[config.mk]
export PLATFORM = sky130hd
export DESIGN_NAME = la_alu
export DESIGN_NICKNAME = d
export VERILOG_FILES = /design/src/rtl/la_alu_pkg.sv /design/src/rtl/la_alu_carry.sv /design/src/rtl/la_alu_adder.sv /design/src/rtl/la_alu_shift.sv /design/src/rtl/la_alu.sv
export SDC_FILE = /design/constraint.sdc
export NUM_CORES = 1
export LEC_CHECK = 0
export BUFFER_PORTS_ARGS = -buffer_cell sky130_fd_sc_hd__buf_2
export CAP_MARGIN = 20
export CORE_MARGIN = 4
export CORE_UTILIZATION = 50
export DETAILED_ROUTE_END_ITERATION = 16
export GPL_TIMING_DRIVEN = 0
export PLACE_DENSITY = 0.9
export SLEW_MARGIN = 20
export SYNTH_ARGS = -nofsm -noshare
export SYNTH_HDL_FRONTEND = slang
export SYNTH_SLANG_ARGS = --single-unit
[constraint.sdc]
create_clock -name vclk -period 2.54
set_input_delay 0.127 -clock vclk [all_inputs]
set_output_delay 0.127 -clock vclk [all_outputs]
set_load 0.02 [all_outputs]
[src/rtl/la_alu_pkg.sv]
package la_alu_pkg;
  localparam int SEL_ADD = 0;
  localparam int SEL_SUB = 1;
  localparam int SEL_SHL = 2;
  localparam int SEL_SHR = 3;
  localparam int SEL_INC = 4;
  localparam int SEL_XFR = 5;
  localparam int NUM_SEL = 6;

  typedef logic [NUM_SEL-1:0] sel_vec_t;

  function automatic sel_vec_t sel_mask(input int idx);
    sel_vec_t m;
    m = '0;
    m[idx] = 1'b1;
    return m;
  endfunction
endpackage

[src/rtl/la_alu_carry.sv]
module la_alu_carry #(
  parameter int WIDTH = 8
) (
  input  logic [WIDTH-1:0] gen_i,
  input  logic [WIDTH-1:0] prop_i,
  input  logic             cin_i,
  output logic [WIDTH:0]   carry_o
);
  assign carry_o[0] = cin_i;

  for (genvar i = 1; i <= WIDTH; i++) begin : g_carry
    always_comb begin
      logic acc;
      logic term;
      // carry in propagated through every lower bit
      term = cin_i;
      for (int k = 0; k < i; k++) term = term & prop_i[k];
      acc = term;
      // each lower generate propagated through the bits above it
      for (int j = 0; j < i; j++) begin
        term = gen_i[j];
        for (int k = j + 1; k < i; k++) term = term & prop_i[k];
        acc = acc | term;
      end
      carry_o[i] = acc;
    end
  end

  for (genvar i = 0; i < WIDTH; i++) begin : g_chk
    always_comb begin

      chain_match_chk: assert (carry_o[i+1] == (gen_i[i] | (prop_i[i] & carry_o[i])));
    end
  end
endmodule

[src/rtl/la_alu_adder.sv]
module la_alu_adder #(
  parameter int WIDTH = 8
) (
  input  logic [WIDTH-1:0] a_i,
  input  logic [WIDTH-1:0] b_i,
  input  logic             cin_i,
  output logic [WIDTH-1:0] sum_o,
  output logic             cout_o
);
  logic [WIDTH-1:0] gen_w;
  logic [WIDTH-1:0] prop_w;
  logic [WIDTH:0]   carry_w;

  function automatic logic [WIDTH-1:0] sum_bits(input logic [WIDTH-1:0] a,
                                                input logic [WIDTH-1:0] b,
                                                input logic [WIDTH-1:0] c);
    return a ^ b ^ c;
  endfunction

  assign gen_w  = a_i & b_i;
  assign prop_w = a_i | b_i;

  la_alu_carry #(.WIDTH(WIDTH)) carry_i (
    .gen_i   (gen_w),
    .prop_i  (prop_w),
    .cin_i   (cin_i),
    .carry_o (carry_w)
  );

  assign sum_o  = sum_bits(a_i, b_i, carry_w[WIDTH-1:0]);
  assign cout_o = carry_w[WIDTH];
endmodule

[src/rtl/la_alu_shift.sv]
module la_alu_shift #(
  parameter int WIDTH = 8
) (
  input  logic [WIDTH-1:0] a_i,
  output logic [WIDTH-1:0] shl_o,
  output logic [WIDTH-1:0] shr_o
);
  function automatic logic [WIDTH-1:0] up_one(input logic [WIDTH-1:0] v);
    return {v[WIDTH-2:0], 1'b0};
  endfunction

  function automatic logic [WIDTH-1:0] down_keep(input logic [WIDTH-1:0] v);
    return {v[WIDTH-1], v[WIDTH-1:1]};
  endfunction

  assign shl_o = up_one(a_i);
  assign shr_o = down_keep(a_i);

  always_comb begin

    shl_low_chk: assert (shl_o[0] == 1'b0);
  end
endmodule

[src/rtl/la_alu.sv]
module la_alu
  import la_alu_pkg::*;
#(
  parameter int WIDTH = 8
) (
  input  logic [WIDTH-1:0]   opa_i,
  input  logic [WIDTH-1:0]   opb_i,
  input  logic [NUM_SEL-1:0] sel_i,
  output logic [WIDTH-1:0]   result_o
);
  logic             sub_w;
  logic             inc_w;
  logic [WIDTH-1:0] add_a_w;
  logic [WIDTH-1:0] add_b_w;
  logic             add_cin_w;
  logic [WIDTH-1:0] sum_w;
  logic             cout_w;
  logic [WIDTH-1:0] shl_w;
  logic [WIDTH-1:0] shr_w;
  logic [WIDTH-1:0] cand_w [NUM_SEL];
  logic [WIDTH-1:0] gated_w [NUM_SEL];

  assign sub_w     = sel_i[SEL_SUB];
  assign inc_w     = sel_i[SEL_INC];
  assign add_a_w   = sub_w ? ~opa_i : opa_i;
  assign add_b_w   = inc_w ? '0 : opb_i;
  assign add_cin_w = sub_w | inc_w;

  la_alu_adder #(.WIDTH(WIDTH)) adder_i (
    .a_i    (add_a_w),
    .b_i    (add_b_w),
    .cin_i  (add_cin_w),
    .sum_o  (sum_w),
    .cout_o (cout_w)
  );

  la_alu_shift #(.WIDTH(WIDTH)) shift_i (
    .a_i   (opa_i),
    .shl_o (shl_w),
    .shr_o (shr_w)
  );

  assign cand_w[SEL_ADD] = sum_w;
  assign cand_w[SEL_SUB] = sum_w;
  assign cand_w[SEL_SHL] = shl_w;
  assign cand_w[SEL_SHR] = shr_w;
  assign cand_w[SEL_INC] = sum_w;
  assign cand_w[SEL_XFR] = opa_i;

  for (genvar i = 0; i < NUM_SEL; i++) begin : g_gate
    assign gated_w[i] = cand_w[i] & {WIDTH{sel_i[i]}};
  end

  always_comb begin
    result_o = '0;
    for (int i = 0; i < NUM_SEL; i++) result_o = result_o | gated_w[i];
  end

  always_comb begin

    sel_onehot_chk: assert ($onehot0(sel_i));

    idle_zero_chk: assert (sel_i != '0 || result_o == '0);

    add_sum_chk: assert (sel_i != sel_mask(SEL_ADD) || result_o == WIDTH'(opa_i + opb_i));

    sub_diff_chk: assert (sel_i != sel_mask(SEL_SUB) || result_o == WIDTH'(opb_i - opa_i));

    shr_sign_chk: assert (sel_i != sel_mask(SEL_SHR) || result_o[WIDTH-1] == opa_i[WIDTH-1]);

    inc_step_chk: assert (sel_i != sel_mask(SEL_INC) || result_o == WIDTH'(opa_i + 1'b1));

    add_wrap_chk: assert (sel_i != sel_mask(SEL_ADD) || !cout_w || result_o < opa_i);
  end
endmodule

Yosys cells after proc, flatten, opt, wreduce, memory -nomap -nowiden
Index checks and enable logic that the tools add are counted.
{"block": "word_totals", "output_inout_bits": 8, "register_bits": 0}
{"block": "op_classes", "n_mux": 2, "bitwise_logic": 73}
{"cell": "8-bit AND", "count": 6}
{"cell": "8-bit bitwise OR", "count": 5}
{"cell": "1-bit bitwise OR", "count": 29}
{"cell": "1-bit AND", "count": 28}
{"cell": "8-bit 2-to-1 mux", "count": 2}
{"cell": "8-bit bitwise XOR", "count": 2}
{"cell": "8-bit NOT", "count": 1}
{"cell": "7-bit AND", "count": 1}
{"cell": "7-bit bitwise OR", "count": 1}

Longest topological paths before layout
Gate-level depths: netlist of run 1.
{"block": "logic_depth", "ltp_word": 24, "mapped_depth": 9}

Modules after synthesis
Synthesis of run 1 repeated with hierarchy kept, for this count alone.
{"block": "unflattened", "cells_unflattened": 136, "hier_area_um2": 994.7}
{"module": "la_alu_adder", "cells_each": 48, "area_per_inst_um2": 360.3, "n_inst": 1}
{"module": "la_alu", "cells_each": 46, "area_per_inst_um2": 330.3, "n_inst": 1}
{"module": "la_alu_carry", "cells_each": 25, "area_per_inst_um2": 180.2, "n_inst": 1}
{"module": "la_alu_shift", "cells_each": 17, "area_per_inst_um2": 123.9, "n_inst": 1}

Worst setup path after synthesis of run 1
OpenSTA, ideal clock, no wires.
{"block": "synth_path", "path_type": "input port to output port", "from": "input sel_i[1]", "to": "output result_o[4]", "path_buffers": 1, "cell_stages": 9, "arrival_ps": 1808, "slack_ps": 605, "cell_sequence": "buf_6 > xor2_1 > inv_1 > ha_1 > nor2_1 > a221oi_4 > o31ai_1 > xnor2_1 > o21ai_0"}
{"block": "synth_via", "elab_chain_len": 17}
{"item": "start, declared", "line_no": "la_alu.sv:8", "text": "input logic [NUM_SEL-1:0] sel_i,"}
{"item": "8-bit 2-to-1 mux", "line_no": "la_alu.sv:25", "text": "assign add_a_w = sub_w ? ~opa_i : opa_i;"}
{"item": "7-bit bitwise OR", "line_no": "la_alu_adder.sv:21", "text": "assign prop_w = a_i | b_i;"}
{"item": "1-bit AND", "line_no": "la_alu_carry.sv:17", "text": "for (int k = 0; k < i; k++) term = term & prop_i[k];"}
{"item": "1-bit AND"}
{"item": "1-bit AND (2 in series)", "line_no": "la_alu_carry.sv:17"}
{"item": "1-bit bitwise OR (4 in series)", "line_no": "la_alu_carry.sv:23", "text": "acc = acc | term;"}
{"item": "8-bit bitwise XOR", "line_no": "la_alu_adder.sv:17", "text": "return a ^ b ^ c;"}
{"item": "8-bit AND", "line_no": "la_alu.sv:51", "text": "assign gated_w[i] = cand_w[i] & {WIDTH{sel_i[i]}};"}
{"item": "8-bit bitwise OR (3 in series)", "line_no": "la_alu.sv:56", "text": "for (int i = 0; i < NUM_SEL; i++) result_o = result_o | gated_w[i];"}
{"item": "8-bit bitwise OR (*) (2 in series)", "line_no": "la_alu.sv:56"}
{"item": "end, declared", "line_no": "la_alu.sv:9", "text": "output logic [WIDTH-1:0] result_o"}
Mark *: on every way between the ends. The rest lies on a longest branch, timed or not.

Worst setup path in the final report of run 1
{"block": "layout_path", "from": "input sel_i[4]", "to": "output result_o[7]"}
{"block": "layout_via", "elab_chain_len": 23}
{"item": "8-bit 2-to-1 mux", "line_no": "la_alu.sv:26", "text": "assign add_b_w = inc_w ? '0 : opb_i;"}
{"item": "7-bit bitwise OR", "line_no": "la_alu_adder.sv:21"}
{"item": "1-bit AND", "line_no": "la_alu_carry.sv:17"}
{"item": "1-bit AND"}
{"item": "1-bit AND (5 in series)", "line_no": "la_alu_carry.sv:17"}
{"item": "1-bit bitwise OR (7 in series)", "line_no": "la_alu_carry.sv:23"}
{"item": "8-bit bitwise XOR", "line_no": "la_alu_adder.sv:17"}
{"item": "8-bit AND", "line_no": "la_alu.sv:51"}
{"item": "8-bit bitwise OR (3 in series)", "line_no": "la_alu.sv:56"}
{"item": "8-bit bitwise OR (*) (2 in series)", "line_no": "la_alu.sv:56"}
Marks and branches as above.

==> results of run 1 <==
==> kinds of logic (layout without fill, tap and decap cells) <==
| group | count (synthesis) | in the layout | synth area share (%) |
|---|---|---|---|
| buf+inv | 22 | 49 | 11.65 |
| fa+ha+maj | 15 | 15 | 25.24 |
| xor+xnor | 14 | 14 | 15.86 |
| compound gates | 24 | 24 | 26.86 |
| mux | 3 | 3 | 3.884 |
| simple gates | 22 | 22 | 16.51 |
==> synthesized netlist by cell type (2+ instances only) <==
library cell and number:
sky130_fd_sc_hd__xor2_1 10, sky130_fd_sc_hd__nor2b_1 2, sky130_fd_sc_hd__a222oi_1 6, sky130_fd_sc_hd__ha_1 14, sky130_fd_sc_hd__nor3_1 2, sky130_fd_sc_hd__xnor2_1 4
sky130_fd_sc_hd__nand2_1 3, sky130_fd_sc_hd__o21bai_1 2, sky130_fd_sc_hd__o21ai_0 5, sky130_fd_sc_hd__nand2b_1 8, sky130_fd_sc_hd__inv_1 19, sky130_fd_sc_hd__buf_1 2
sky130_fd_sc_hd__nor2_1 2, sky130_fd_sc_hd__a21oi_1 2, sky130_fd_sc_hd__mux2i_1 3
==> cell type report <==
| type | instances | area (sq um) |
|---|---|---|
| Buffer | 3 | 18.77 |
| Fill cell | 130 | 455.4 |
| Inverter | 19 | 71.32 |
| Multi-Input combinational cell | 78 | 683.2 |
| Tap cell | 15 | 18.77 |
| Timing Repair Buffer | 27 | 135.1 |
==> how the worst max path moves through the flow <==
stage	from	slack, ns	depth (start not counted)	end
final	sel_i[4]	0.49	9	result_o[7]
after CTS	sel_i[4]	0.48	9	result_o[7]
after detailed placement	sel_i[4]	0.49	9	result_o[7]
after global routing	sel_i[4]	0.39	9	result_o[7]
after global placement	sel_i[4]	0.56	9	result_o[7]
after floorplan	sel_i[1]	0.60	9	result_o[4]
==> tightest hold or removal path: cells and delay by family <==
kind	cells	cell delay (ns)
buf+inv	2	0.26
compound gates	2	0.13
==> metal layers <==
layer | GRT usage [%] | routed length [microns] | vias up | part of all wire (%)
met1 | 23.39 | 736 | 363 | 42
met3 | 1.533 | 178 | 0 | 10
met5 | 0 | 0 | - | 0
met4 | 0 | 0 | 0 | 0
li1 | - | - | 401 | -
met2 | 32.62 | 845 | 36 | 48
==> report_power, final <==
part / internal (W) / switching [W] / leakage, nW
sequential: 0 / 0 / 0
clock: 0 / 0 / 0
combinational: 0.000110 / 0.000139 / 0.507
==> through the flow <==
| stage | utilization [%] | area (sq um) | cells |
|---|---|---|---|
| 2_1_floorplan | - | 773.2 | 100 |
| 3_3_place_gp | 67.06 | 927.1 | 142 |
| 3_5_place_dp | 67.06 | 927.1 | 142 |
| 4_1_cts | 67.06 | 927.1 | 142 |
| 5_1_grt | 67.06 | 927.1 | 142 |
| 6_report | 67.06 | 927.1 | 142 |
==> run summary, run 1 <==
For the count of cell types in the netlist, the log shows 31. IR analysis of the VDD net gives a maximum drop of 148.7 uV. The average detailed-routed wire length per instance is 12.39 microns.

STA classifies the critical path startpoint as an input pin. The final route contains 800 vias. The tools report the wire length of the first global-routing pass as 3.022 mm. The tools report the wire length reported by the detailed router as 1.760 mm. For the worst-case hold slack, the log shows 0.6503 ns.

For the pin with the worst max-slew slack, the measured transition is 0.5879 ns. During I/O placement, the number of pins put on the boundary was 30. Timing would allow up to 0.4874 GHz.

The completed layout was analyzed and its total power is 0.0002486 W. In this run the remaining antenna-violating nets after routing total 0. The first detailed-routing pass ran for 7 iterations.

The number of diodes was 0; the share of post-route cells with drive strength above 1 was 25.98%. The tools report the number of global-route vias before repair as 745. By area the synthesized netlist is led by sky130_fd_sc_hd__ha_1 23%, sky130_fd_sc_hd__xor2_1 11%, sky130_fd_sc_hd__inv_1 9.2%.

Most frequent standard cell in the layout excluding fill and tap cells: sky130_fd_sc_hd__buf_2. The number of cells on the worst hold path was 4. Remaining global-route overflow: 0.

After floorplanning, the core was sized to cover 1383 sq um. The chip width is 47.33 microns. By instance count, the cell type seen most on the critical path is sky130_fd_sc_hd__buf_2.

The tools report the capturing element type of the critical path as a primary output. Entering global routing, the biggest net connects 11 pins. The worst-case hold path end point is result_o[0]. Setup repair after global routing left no endpoint under its margin.

The DRC violation count after routing came out at 0. The post-layout worst setup margin was 0.4882 ns; the total number of sequential cells was 0. Data on the critical path is required at its endpoint by 2.41 ns. The max-slew violation count is 0. The initial antenna violation count came out at 0.

For this configuration, the core starts out at a cell density of 55.93%. Routability-driven placement finished with a final weighted congestion of 0.8682. The run gives 80 as the starting DRC count in detailed routing. The average vias per placed instance was 5.634. In this run the most critical hold path is launched from opa_i[0]. The number of port buffers is 27, and the area of the die is 2240 sq um. For the net count of the finished layout, the log shows 166.

The tool flagged a number of max-cap violations equal to 0. sky130_fd_sc_hd__ha_1 takes more of the synthesized area than any other cell. The critical path contains buffers and inverters numbering 3 combined. At the worst endpoint, the arrival time is 1.92 ns. Among all stages on the critical path, the largest delay is contributed by sky130_fd_sc_hd__a221oi_4. Summed over all failing endpoints, the final setup total negative slack is 0 ns.

Worst slew margin relative to its limit: 60.66%. The critical path goes through buf_2, nand2b_1, inv_1, ha_1, a221oi_4, o221a_4, mux2i_1, o21ai_2, buf_2. The dominant delay contributor by cell family on the critical path is compound AO/OA/AOI/OAI gates. The number of setup buffers added after CTS is 0.

In this run the core area contains 13 standard-cell rows. In the layout the commonest cells are 27 x sky130_fd_sc_hd__buf_2, 19 x sky130_fd_sc_hd__inv_1, 14 x sky130_fd_sc_hd__ha_1. Summing every instance area after synthesis gives 773.2 sq um.

For the storage element area, the log shows 0 sq um. By startpoint and endpoint, the worst setup path is classified as in -> out. Number of gates resized after cts: 0. The flow ran to the end, and the final reports show no timing, DRC or antenna violations. Total count of hold-check failures in the final report: 0. The run gives 0% as the sequential cell area fraction in the yosys report. The average instance area after synthesis came out at 7.732 sq um. The period utilization is 80.78%, and the leakage power total is 0.5066 nW.

The path class of the tightest hold or removal check is in -> out. Clock buffers in the final layout number 0. The Yosys step of the flow raised 0 warnings. Of all nets on the critical path, the largest fanout is 10. The number of nets handed over by synthesis was 137.

The delay of the slowest cell on the worst path works out to 0.39 ns. The run gives 0 as the number of hold-repair buffers added at the cts stage. Of the post-synthesis cell area, the dominant cell type holds 22.65%. Synthesis handed over a netlist of 100 instances. In this run the power density over the cells is 268.1 nW/um^2.

Timing analysis after detailed placement gives a worst setup slack of 0.4896 ns. Relative to the synthesized area, the layout overhead comes to 19.90%. The global routing usage summed across all routing layers was 17.70%; the clock period minus worst slack was 2.052 ns. Setup violations remaining at the end of the flow were counted as 0.

From bottom edge to top edge, the die measures 47.33 microns. The run gives 1.503 mm as the HPWL after detailed placement.
No activity file was read; power rests on OpenSTA's default activity.
==> run 2: changes to the inputs <==
--- a/config.mk
+++ b/config.mk
@@ -5,10 +5,11 @@
 export SDC_FILE = /design/constraint.sdc
 export NUM_CORES = 1
 export LEC_CHECK = 0
+export ABC_AREA = 1
 export BUFFER_PORTS_ARGS = -buffer_cell sky130_fd_sc_hd__buf_2
 export CAP_MARGIN = 20
 export CORE_MARGIN = 4
-export CORE_UTILIZATION = 50
+export CORE_UTILIZATION = 48
 export DETAILED_ROUTE_END_ITERATION = 16
 export GPL_TIMING_DRIVEN = 0
 export PLACE_DENSITY = 0.9
==> constraint.sdc (replaced) <==
create_clock -name vclk -period 1.67
set_input_delay 0.0835 -clock vclk [all_inputs]
set_output_delay 0.0835 -clock vclk [all_outputs]
set_load 0.02 [all_outputs]
==> run 2 against run 1 <==
Net effect:
- synthesized area grew 1.8%
- synthesized cell count increased by 25%
- cell count increased by 23%
- via count grew 15%
- count of clock-buffer cells in the layout did not move
- power increased by 92%
- setup slack worse by 0.46 ns
- combinational power rose by 92%
- die area is 5.0% higher
- core utilization up 12 points
- hold slack worse by 0.11 ns
- wire length is 38% higher
- critical endpoint unchanged
==> run summary, run 2 <==
The final total negative setup slack is 0 ns (unchanged), and the row count is 14 (+1). STA classifies the critical path startpoint as an input pin. The post-synthesis cell count came out at 125 (+25%). The post-route antenna net violation count is 0 (unchanged), and the remaining global-route overflow is 0 (unchanged).

The number of diodes came out at 0 (unchanged). The area growth from synthesis to layout is 52.78%. The post-layout worst setup margin was 0.03217 ns (-0.4561 ns). The post-route non-filler standard cell count came out at 174 (+23%). The logs give 0.6106 GHz for the fmax and 862 (+16%) for the number of global-route vias before repair. The net load switching power is 0.0002641 W (+91%). The cell-internal power was 0.0002131 W (+94%); the net count of the finished layout was 197 (+19%). The tools report the wire length reported by the detailed router as 2.431 mm (+38%). The setup path with the least slack is of type in -> out.

The logs give 0 (unchanged) for the initial antenna violation count and 100.0% (about the same) for the part of the power in combinational logic. STA classifies the critical path endpoint as a primary output. The storage element area is 0 sq um (unchanged), and the net count of the mapped netlist is 162 (+18%). The chip width came out at 48.49 microns (+2.5%). The delay of the slowest cell on the worst path works out to 0.22 ns (-0.17 ns). By area the synthesized netlist is led by sky130_fd_sc_hd__ha_1 22%, sky130_fd_sc_hd__nand2_1 16%, sky130_fd_sc_hd__inv_1 14%. The total power divided by cell area was 396.9 nW/um^2 (+48%). The top cell types in the final layout, fill and taps aside, are 30 x sky130_fd_sc_hd__nand2_1, 24 x sky130_fd_sc_hd__inv_1, 22 x sky130_fd_sc_hd__buf_2.

The run gives 30 (unchanged) as the count of pins on the block boundary. The number of clock buffers in the layout was 0 (unchanged); the global routing usage summed across all routing layers was 17.44% (-0.26 points). The leakage power total is 0.6554 nW (+29%). The tools report the max-slew violation count as 0 (unchanged). The period utilization was 98.07%; the average detailed-routed wire length per instance was 13.97 microns (+13%). On the critical path the largest part of the delay comes from simple AND/OR/NAND/NOR gates. The tools report the starting utilization of the core area as 51.64% (-4.3 points). The portion of total power attributed to sequential cells was 0% (unchanged); the share of post-route cells with drive strength above 1 was 43.67% (+18 points). The tools report the number of placed instances, taps included as 169 (+19%). Setup repair after global routing could not meet its margin everywhere.

The library cell used most frequently in the layout, excluding fill and tap cells, is sky130_fd_sc_hd__nand2_1. Classification of the worst-slack hold path: in -> out. Traced cell by cell, the critical path runs through buf_6, xnor2_4, ha_2, inv_2, nand3_2, nand4_4, nand2_2, nand2_4, nand2_4, nand2_4, nand3_2, nand2_1, nand2_1, nand3_1, nand2_1, buf_6.

The buffering stage count on the worst path with inverters included was 3 (unchanged); the average instance area after synthesis was 6.296 sq um (-19%). The share of Yosys cell area claimed by the top area cell type was 22.26% (-0.40 points); the largest fanout on the critical path was 4 (-6). Final RePlAce weighted congestion: 0.7687 (-11%). The clock period minus worst slack was 1.638 ns; the worst voltage drop across the vdd grid was 246.3 uV (+66%). The area of the die was 2351 sq um (+5.0%). For the wire length of the first global-routing pass, the log shows 3.622 mm (+20%).

Detailed-route via count: 922 (+15%). The die boundary height is 48.49 microns (+2.5%). The average vias per placed instance works out to 5.299 (-5.9%).

The run gives 22 (-29%) as the count of cell types in the netlist. The number of port buffers was 28 (+3.7%); the starting DRC count in detailed routing was 23 (-71%). The most common cell in the synthesized netlist is sky130_fd_sc_hd__nand2_1.

The sequential cell area fraction in the yosys report came out at 0% (unchanged). For the DRC violation count after routing, the log shows 0 (unchanged). The proportion of total power due to net switching is 55.35% (-0.41 points). The final number of setup-violating endpoints is 0 (unchanged), and the number of synthesis warnings is 0 (unchanged).

The run gives 1.556 mm (+3.6%) as the HPWL after detailed placement. The overall power of the completed layout was 0.0004772 W (+92%). Among all stages on the critical path, the largest delay is contributed by sky130_fd_sc_hd__ha_2. The worst slew margin relative to its limit is 70.44% (+9.8 points). The run finished with clean final reports. For the clock share of power, the log shows 0% (unchanged).

The largest net degree at the start of global routing was 9 (-2); the area of the core was 1524 sq um (+10%). The arrival time reported for the critical path endpoint is 1.55 ns (-0.37 ns), and the max-cap check violation count is 0 (unchanged). Post-synthesis instance area: 787.0 sq um (+1.8%).

The total number of sequential cells was 0 (unchanged). The total count of hold-check failures in the final report was 0 (unchanged); the number of hold-repair buffers added at the cts stage was 0 (unchanged). The setup slack after placement is -0.1567 ns (-0.6462 ns), and the worst-case hold slack is 0.5414 ns (-0.1089 ns). The number of detailed-routing iterations run before antenna repair was 4 (-3); the slew at the pin closest to its max-slew limit was 0.4418 ns (-0.1461 ns).

By count the netlist is led by 34 x sky130_fd_sc_hd__nand2_1, 29 x sky130_fd_sc_hd__inv_1, 14 x sky130_fd_sc_hd__ha_1. The run gives 1.59 ns (-0.82 ns) as the worst endpoint required time. The biggest area contributor in the post-synthesis netlist is sky130_fd_sc_hd__ha_1.
-- run 2: cell types whose count changed after synthesis, moves of 4 or more --
cell,delta
sky130_fd_sc_hd__a222oi_1,-6
sky130_fd_sc_hd__inv_1,+10
sky130_fd_sc_hd__nand2_1,+31
sky130_fd_sc_hd__nand2_4,+4
sky130_fd_sc_hd__xor2_1,-7
sky130_fd_sc_hd__xnor2_1,+5
sky130_fd_sc_hd__nand3_1,+5
sky130_fd_sc_hd__nand2b_1,-8
-- run 2: path summary, 6_finish.rpt --
check                endpoint  slack [ns]     start  cells past startpoint
hold / removal    result_o[1]        0.54  opa_i[0]                      4
setup / recovery  result_o[7]        0.03  opa_i[1]                     16
-- run 2: layout make-up --
cell class | instances | area, sq um
Multi-Input combinational cell | 92 | 805.8
Timing Repair Buffer | 33 | 219.0
Tap cell | 16 | 20.02
Inverter | 31 | 126.4
Buffer | 2 | 31.28
Fill cell | 97 | 321.6
-- run 2: layer usage --
metal / routed length (microns) / GRT usage (%) / part of all wire (%) / up-vias
met3: 98 / 2.147 / 4.0 / 2
met2: 1318 / 30.87 / 54 / 25
met5: 0 / 0 / 0 / -
met4: 8 / 3.587 / 0.33 / 0
li1: - / - / - / 459
met1: 1005 / 22.35 / 41 / 436
-- run 2: kinds of logic after synthesis --
logic type      Yosys count  synth area share, %
xor+xnor                 12                13.36
fa+ha+maj                15                24.80
compound gates           11                9.699
buf+inv                  33                17.33
simple gates             54                34.82
-- run 2: through the flow --
stage / area [sq um] / util (%)
CTS: 1082 / 71.02
detailed placement: 958.4 / 62.89
finish: 1202 / 78.90
global placement: 958.4 / 62.89
floorplan: 798.3 / -
global route: 1202 / 78.90
-- run 2: repair_timing --
item	CTS	global route
endpoints found under the setup margin	4	5
setup buffers	3	2
pin swaps	10	12
resized for setup	26	22
-- run 2: power groups by stage --
stage          registers [W]  clock network [W]  logic [W]
2_1_floorplan              0                  0   0.000266
6_report                   0                  0   0.000477
4_1_cts                    0                  0   0.000411
5_1_grt                    0                  0   0.000527
3_5_place_dp               0                  0   0.000367
3_3_place_gp               0                  0   0.000354
==> run 3: changes to the inputs <==
--- a/config.mk
+++ b/config.mk
@@ -12,7 +12,7 @@
 export CORE_UTILIZATION = 48
 export DETAILED_ROUTE_END_ITERATION = 16
 export GPL_TIMING_DRIVEN = 0
-export PLACE_DENSITY = 0.9
+export PLACE_DENSITY = 0.89
 export SLEW_MARGIN = 20
 export SYNTH_ARGS = -nofsm -noshare
 export SYNTH_HDL_FRONTEND = slang
==> run 3 against run 2 <==
Net effect:
- non-clock buffer count grew 3
- critical endpoint unchanged
- critical path type unchanged
- cell count grew 1.7%
- the flow now finishes with violations (negative setup slack)
- via count grew 6.3%
==> run summary, run 3 (synthesis results as in run 2) <==
The flow ran to the end, but the final reports show violations. The checks that failed: negative setup slack. The startpoint identified for the worst hold timing path is opa_i[5]. The final number of setup-violating endpoints came out at 2 (+2). The clock share of power was 0% (unchanged); the part of the power in combinational logic was 100.0% (about the same). The remaining global-route overflow was 0 (unchanged); the portion of total power attributed to sequential cells was 0% (unchanged). The post-layout worst setup margin was -0.1137 ns (-0.1459 ns). For the detailed-route via count, the log shows 980 (+6.3%). The type of the worst setup path is in -> out. The DRC violation count after routing is 0 (unchanged). The max-cap check violation count was 0 (unchanged); the initial antenna violation count was 0 (unchanged). The leakage power total was 0.6469 nW (-1.3%); the period utilization was 106.8% (+8.7 points).

In the layout the commonest cells are 32 x sky130_fd_sc_hd__nand2_1, 25 x sky130_fd_sc_hd__buf_2, 23 x sky130_fd_sc_hd__inv_1. Largest net degree at the start of global routing: 10 (+1). Global routing usage summed across all routing layers: 18.02% (+0.58 points).

The chip width is 48.49 microns (unchanged), and the storage element area is 0 sq um (unchanged). For the number of detailed-routing iterations run before antenna repair, the log shows 4 (unchanged). Number of port buffers: 28 (unchanged). The die boundary height was 48.49 microns (unchanged). The library cell used most frequently in the layout, excluding fill and tap cells, is sky130_fd_sc_hd__nand2_1. The logs give 1.564 mm (+0.51%) for the HPWL after detailed placement and 0 (unchanged) for the total count of hold-check failures in the final report. The tools report the wire length of the first global-routing pass as 3.719 mm (+2.7%).

The path with the worst hold slack has its endpoint at result_o[5]. The area of the die is 2351 sq um (unchanged). The tools report the number of clock buffers in the layout as 0 (unchanged). The row count is 14 (unchanged), and the share of the core filled with cells is 78.16% (-0.74 points). The average detailed-routed wire length per instance is 15.46 microns (+11%), and the count of pins on the block boundary is 30 (unchanged). The logs give 1.70 ns (+0.15 ns) for the arrival time reported for the critical path endpoint and 0 (unchanged) for the number of diodes. The share of post-route cells with drive strength above 1 was 40.99% (-2.7 points); the proportion of total power due to net switching was 57.31% (+2.0 points). The number of fill cells in the layout is 106 (+9.3%), and the fmax is 0.5606 GHz (-8.2%).

Largest fanout on the critical path: 8 (+4). The area of the core came out at 1524 sq um (unchanged). Number of cells on the worst hold path: 4 (unchanged). Area overhead of the layout relative to synthesis: 51.35%. For the wire length reported by the detailed router, the log shows 2.737 mm (+13%). The overall power of the completed layout was 0.0004971 W (+4.2%). The number of global-route vias before repair came out at 879 (+2.0%). The total number of sequential cells was 0 (unchanged); the final RePlAce weighted congestion was 0.7534 (-2.0%). The max-slew violation count is 0 (unchanged), and the cell-internal power is 0.0002122 W (-0.40%). The average vias per placed instance is 5.537 (+4.5%), and the worst voltage drop across the vdd grid is 262.0 uV (+6.4%). The logs give 51.64% (unchanged) for the starting utilization of the core area and 200 (+1.5%) for the net count of the finished layout.

Setup repair after global routing could not meet its margin everywhere. The post-route antenna net violation count is 0 (unchanged), and the worst endpoint required time is 1.59 ns (about the same). The min-delay analysis places its worst path in the category in -> out.

Net load switching power: 0.0002849 W (+7.9%). The total power divided by cell area came out at 417.3 nW/um^2 (+5.2%). Clock period minus worst slack: 1.784 ns (+0.1459 ns).

STA classifies the critical path startpoint as an input pin. STA classifies the critical path endpoint as a primary output. The slew at the pin closest to its max-slew limit came out at 0.4057 ns (-0.03607 ns). For the worst slew margin relative to its limit, the log shows 72.85% (+2.4 points). The starting DRC count in detailed routing was 38 (+65%).
-- run 3: cell types whose count changed in the layout (fill, tap and decap cells not counted), sizes merged --
cell	before	now
buf	35	38
-- run 3: power by group through the flow --
stage / combinational, W / sequential (W) / clock, W
after floorplan: 0.000266 / 0 / 0
after global placement: 0.000354 / 0 / 0
after detailed placement: 0.000367 / 0 / 0
after CTS: 0.000405 / 0 / 0
after global routing: 0.000542 / 0 / 0
final: 0.000497 / 0 / 0
-- run 3: per-stage QoR --
step	instance area (sq um)	setup WS, ns	hold WS, ns	setup TNS [ns]	cells
floorplan	798.3	0.05750	0.3385	0	125
global placement	958.4	-0.09803	0.5574	-0.1675	169
detailed placement	958.4	-0.1625	0.5606	-0.3630	169
CTS	1047	0.0007981	0.5414	0	174
global route	1191	-0.1999	0.6164	-0.3700	177
finish	1191	-0.1137	0.5909	-0.1341	177
-- run 3: timing repair --
action                     4_1_cts  5_1_grt
pin swaps                        4        9
resized for setup               15       22
hold buffers                     0        0
setup endpoints to repair        4        5
hold endpoints to repair         0        0
setup buffers                    5        3
-- run 3: worst max-delay path by stage --
stage          startpoint     endpoint  slack (ns)
2_1_floorplan    sel_i[1]  result_o[7]        0.06
3_3_place_gp     sel_i[1]  result_o[7]        -0.1
3_5_place_dp     sel_i[1]  result_o[7]       -0.16
4_1_cts          sel_i[1]  result_o[7]      0.0008
5_1_grt          sel_i[4]  result_o[7]       -0.20
6_report         sel_i[1]  result_o[7]       -0.11
-- run 3: metal layers --
metal,up-vias,wire length (microns),global-route usage (%)
met3,16,162,1.534
met2,52,1389,35.22
met4,0,114,3.139
li1,462,-,-
met1,450,1071,20.90
met5,-,0,0
-- run 3: cell type report --
class              count  area (sq um)  share of cell area (%)
well taps             16         20.02                   1.681
plain buffers          2         31.28                   2.626
inverters             31         126.4                   10.61
repair buffers        36         211.5                   17.75
multi-input cells     92         802.0                   67.33
-- run 3: critical path: stages --
cell                      delay [ns]
sky130_fd_sc_hd__buf_16         0.13
sky130_fd_sc_hd__xnor2_4        0.22
sky130_fd_sc_hd__inv_2          0.06
sky130_fd_sc_hd__ha_4           0.17
sky130_fd_sc_hd__nand3_4        0.09
sky130_fd_sc_hd__nand4_4        0.11
sky130_fd_sc_hd__nand2_2        0.09
sky130_fd_sc_hd__nand2_4        0.06
sky130_fd_sc_hd__nand2_4        0.07
sky130_fd_sc_hd__nand2_4        0.06
sky130_fd_sc_hd__nand3_2        0.07
sky130_fd_sc_hd__nand2_1        0.06
sky130_fd_sc_hd__nand2_1        0.06
sky130_fd_sc_hd__nand3_1        0.09
sky130_fd_sc_hd__nand2_1        0.12
sky130_fd_sc_hd__buf_6          0.13
